$ cat config.mk
export PLATFORM = sky130hd
export DESIGN_NAME = usb_irq_gather
export DESIGN_NICKNAME = d
export VERILOG_FILES = /design/src/rtl/usb_irq_gather.sv
export SDC_FILE = /design/constraint.sdc
export NUM_CORES = 1
export LEC_CHECK = 0
export CAP_MARGIN = 15
export CORE_MARGIN = 5
export CORE_UTILIZATION = 40
export CTS_BUF_LIST = sky130_fd_sc_hd__clkbuf_16
export CTS_CLUSTER_DIAMETER = 40
export DETAILED_ROUTE_END_ITERATION = 10
export PLACE_DENSITY_LB_ADDON = 0.3
export SKIP_LAST_GASP = 1
export SYNTH_ARGS = -nofsm -noshare
export SYNTH_HDL_FRONTEND = slang
export SYNTH_SLANG_ARGS = --single-unit
$ cat constraint.sdc
create_clock -name clk -period 3.9 [get_ports clk]
set_input_delay 0.78 -clock clk [delete_from_list [all_inputs] [get_ports clk]]
set_output_delay 0.78 -clock clk [all_outputs]
set_load 0.005 [all_outputs]
$ cat src/rtl/usb_irq_gather.sv
module usb_irq_gather #(
  parameter logic [31:0] REV_ID     = 32'h0001_0200,
  parameter int          CORE_LINES = 9,
  parameter int          CORE_LSB   = 16
) (
  input  logic        clk,
  input  logic        rst_n,
  input  logic        bus_valid,
  input  logic        bus_write,
  input  logic [7:0]  bus_addr,
  input  logic [31:0] bus_wdata,
  output logic [31:0] bus_rdata,
  input  logic [31:0] ep_event,
  input  logic [CORE_LINES-1:0] core_event,
  input  logic        vbus_drive,
  output logic        irq_out
);
  localparam logic [31:0] EP_VALID   = 32'hFFFE_FFFF;
  localparam logic [31:0] CORE_VALID =
    {{(32-CORE_LINES){1'b0}}, {CORE_LINES{1'b1}}} << CORE_LSB;

  logic [31:0] ep_src, ep_mask, core_src, core_mask;
  logic        armed, live;

  wire [5:0]  word    = bus_addr[7:2];
  wire        wr      = bus_valid & bus_write;
  wire        sreset  = wr && word == 6'd1 && bus_wdata[0];
  wire        eoi     = wr && word == 6'd24;
  wire [31:0] ep_msk  = ep_src & ep_mask;
  wire [31:0] co_msk  = core_src & core_mask;
  wire        pending = |ep_msk | |co_msk;
  wire [31:0] ep_ev   = ep_event & EP_VALID;
  wire [31:0] co_ev   = ({{(32-CORE_LINES){1'b0}}, core_event} << CORE_LSB) & CORE_VALID;

  assign irq_out = pending & (armed | live);

  function automatic logic [31:0] upd(input logic [31:0] cur, input logic [5:0] base,
                                      input logic [31:0] valid);
    logic [31:0] v;
    v = cur;
    if (wr && word == base)           v = bus_wdata;
    if (wr && word == base + 6'd1)    v = cur | bus_wdata;
    if (wr && word == base + 6'd2)    v = cur & ~bus_wdata;
    return v & valid;
  endfunction

  always_ff @(posedge clk or negedge rst_n) begin
    if (!rst_n) begin
      ep_src <= '0; ep_mask <= '0; core_src <= '0; core_mask <= '0;
      armed <= 1'b1; live <= 1'b0;
    end else if (sreset) begin
      ep_src <= '0; ep_mask <= '0; core_src <= '0; core_mask <= '0;
      armed <= 1'b1; live <= 1'b0;
    end else begin
      ep_src    <= upd(ep_src, 6'd8, EP_VALID) | ep_ev;
      ep_mask   <= upd(ep_mask, 6'd11, EP_VALID);
      core_src  <= upd(core_src, 6'd16, CORE_VALID) | co_ev;
      core_mask <= upd(core_mask, 6'd19, CORE_VALID);
      if (eoi) begin
        armed <= 1'b1;
        live  <= 1'b0;
      end else if (irq_out) begin
        armed <= 1'b0;
        live  <= 1'b1;
      end else begin
        live  <= 1'b0;
      end
    end
  end

  always_comb begin
    case (word)
      6'd0:                  bus_rdata = REV_ID;
      6'd2:                  bus_rdata = {31'b0, vbus_drive};
      6'd8, 6'd9, 6'd10:     bus_rdata = ep_src;
      6'd11, 6'd12, 6'd13:   bus_rdata = ep_mask;
      6'd14:                 bus_rdata = ep_msk;
      6'd16, 6'd17, 6'd18:   bus_rdata = core_src;
      6'd19, 6'd20, 6'd21:   bus_rdata = core_mask;
      6'd22:                 bus_rdata = co_msk;
      default:               bus_rdata = '0;
    endcase
  end
endmodule

==> impl_metrics.env <==
export IMPL_cts_htree_levels=3
export IMPL_first_pass_iters=5
export IMPL_crit_slowest_cell="or4b_4"
export IMPL_p_leak_nw=2.77
export IMPL_dieArea_um2=14300
export IMPL_antenna_found_initial=0
export IMPL_diodes=0
export IMPL_total_power_mw=2.24
export IMPL_fillers=1069
export IMPL_cp_end_kind="primary output"
export IMPL_synth_edff_count=0
export IMPL_hpwl_um=11500
export IMPL_slew_violations=0
export IMPL_period_needed_ns=3.82
export IMPL_cp_startpoint="bus_addr[7]"
export IMPL_synthTopCellsByCount="dfrtp_1, a21oi_1, o21ai_0"
export IMPL_min_delay_path_class="input pin to async pin"
export IMPL_worstSetupStartpointType="input pin"
export IMPL_syn_inst=501
export IMPL_synth_most_common_cell="dfrtp_1"
export IMPL_insertion_delay_ns=0.34
export IMPL_critPathKind="input pin to primary output"
export IMPL_drt_iter0_drc=412
export IMPL_chipHeight_um=120
export IMPL_multiInputGateArea_um2=2500
export IMPL_root_buffer="clkbuf_16"
export IMPL_cp_common_cell="clkdlybuf4s50_1"
export IMPL_antenna_left=0
export IMPL_fin_crit_sh=0.981
export IMPL_finalWeightedCongestion=0.884
export IMPL_synth_top_area_share=0.421
export IMPL_wl_per_cell_um=22.4
export IMPL_dieWidth_um=120
export IMPL_grt_max_degree=83
export IMPL_setup_viol=0
export IMPL_numCtsBuffers=9
export IMPL_synthesis_area_um2=4810
export IMPL_fin_util=0.551
export IMPL_dpl_worst_slack_ns=-0.0190
export IMPL_tns_ns=0
export IMPL_design_area_um2=6560
export IMPL_avgViaCountPerCell=6.37
export IMPL_tightest_slew_ns=0.707
export IMPL_ys_seq_area_frac=0.427
export IMPL_port_buffers=115
export IMPL_status="complete, no violations"
export IMPL_slew_headroom=0.526
export IMPL_cp_max_fo=15
export IMPL_max_stage_delay_ns=0.57
export IMPL_final_seq_area_um2=2050
export IMPL_critPathTopFamily="buffers and inverters"
export IMPL_cp_arrival_ns=3.04
export IMPL_coreArea_um2=11900
export IMPL_ys_flop_type="dfrtp_1"
export IMPL_required_ns=3.12
export IMPL_synthArstFlopShare=1.00
export IMPL_syn_nets=587
export IMPL_syn_avg_cell_area_um2=9.61
export IMPL_wl_um=17100
export IMPL_ys_types=40
export IMPL_fmax_mhz=261
export IMPL_area_growth_pct=36.4
export IMPL_rsz0062_at_grt="no"
export IMPL_clk_pin_slew_ns=0.06
export IMPL_ys_seq_elements=82
export IMPL_drc=0
export IMPL_final_net_count=697
export IMPL_peakVddDrop_mv=0.246
export IMPL_grt_pass1_vias=4890
export IMPL_grt_overflow=0
export IMPL_grt_usage=0.241
export IMPL_path_cells="clkdlybuf4s50_1 -> or4b_4 -> a21oi_4 -> buf_12 -> a21o_1 -> a222oi_1 -> o21ai_0 -> clkdlybuf4s50_1"
export IMPL_ios=119
export IMPL_grt_pass1_wl_um=27500
export IMPL_fin_ws_ns=0.0751
export IMPL_cts_path_max_buffers=2
export IMPL_placed_area_um2=6220
export IMPL_cts_tree="done"
export IMPL_row_count=40
export IMPL_vias=4860
export IMPL_drv_cap=0
export IMPL_synth_top_cell_by_area="dfrtp_1"
export IMPL_power_density_nw_per_um2=341
export IMPL_cts_sinks=82
export IMPL_ys_warn_count=0
export IMPL_finalHoldViolCount=0
export IMPL_path_buf_inv=3
export IMPL_fin_worst_skew_ns=0.00674
export IMPL_initial_core_util=0.404
export IMPL_worstReg2RegStart="ep_src[15]"
export IMPL_synth_top_cells_by_area="dfrtp_1, a32o_1, a22oi_1"
export IMPL_drive_above_1_share=0.0942
## timing repair
action	4_1_cts	5_1_grt
hold buffers	0	0
buffers inserted	0	0
gates resized for setup	2	10
cloned	0	0
setup endpoints to repair	3	21
## flip-flops by register name, indices dropped and copies added (netlist names)
register   flops
ep_mask       31
ep_src        31
core_mask      9
core_src       9
armed          1
live           1
## routing by layer
| metal | wire length (um) | vias up | GRT usage |
|---|---|---|---|
| met1 | 7110 | 2417 | 0.320 |
| met3 | 1460 | 24 | 0.0641 |
| met2 | 8250 | 206 | 0.397 |
| met5 | 0 | - | 0 |
| li1 | - | 2213 | - |
| met4 | 269 | 0 | 0.0551 |
## cell type report
cell class              instances  share of cell area
multi-input cells             355               0.382
flip-flops and latches         82               0.313
repair buffers                145               0.224
clock buffers                   9              0.0343
well taps                     147              0.0280
inverters                      18              0.0103
clock inverters                 7             0.00915
## cell families (layout without fill, tap and decap cells)
logic type | Yosys count | after routing | synth area share
and+or+nand+nor | 47 | 47 | 0.0585
buffers and inverters | 64 | 179 | 0.0608
DFF | 82 | 82 | 0.427
AOI/OAI and AO/OA | 308 | 308 | 0.454
## worst paths after layout
| kind | to | slack, ns | cells past startpoint |
|---|---|---|---|
| min | ep_src[13] | 0.41 | 1 |
| min in group clk | armed | 0.52 | 2 |
| min reg2reg | armed | 0.52 | 2 |
| max | bus_rdata[20] | 0.08 | 8 |
| max reg2reg | armed | 1.79 | 5 |
| max in group asynchronous | armed | 2.82 | 2 |
## where the power goes
group,switching [mW],leakage [nW],internal (mW),total (mW)
clock network,0.350,0.140,0.488,0.838
logic,0.164,1.73,0.231,0.395
registers,0.0751,0.905,0.929,1.00
total,0.589,2.77,1.65,2.24
## placed cells by master, fill, tap and decap left out, types with 3 or more instances in the layout
cell	count
clkdlybuf4s50_1	112
dfrtp_1	81
a21oi_1	58
a22oi_1	52
o21ai_0	50
o21a_1	41
a32o_1	40
a21o_1	23
buf_4	23
inv_1	18
a22o_1	17
nand2_1	9
clkbuf_16	9
a222oi_1	8
o21ai_1	7
nand4_1	7
buf_12	5
and3_1	4
a221oi_1	4
nor2_1	3
clkinv_2	3
## stage by stage
| stage | hold slack (ns) | std cells |
|---|---|---|
| after global placement | 0.498 | 746 |
| after global routing | 0.437 | 763 |
| after CTS | 0.524 | 762 |
| after detailed placement | 0.518 | 746 |
| after floorplan | 0.484 | 501 |
| final | 0.411 | 763 |
No activity file was read; power rests on OpenSTA's default activity.
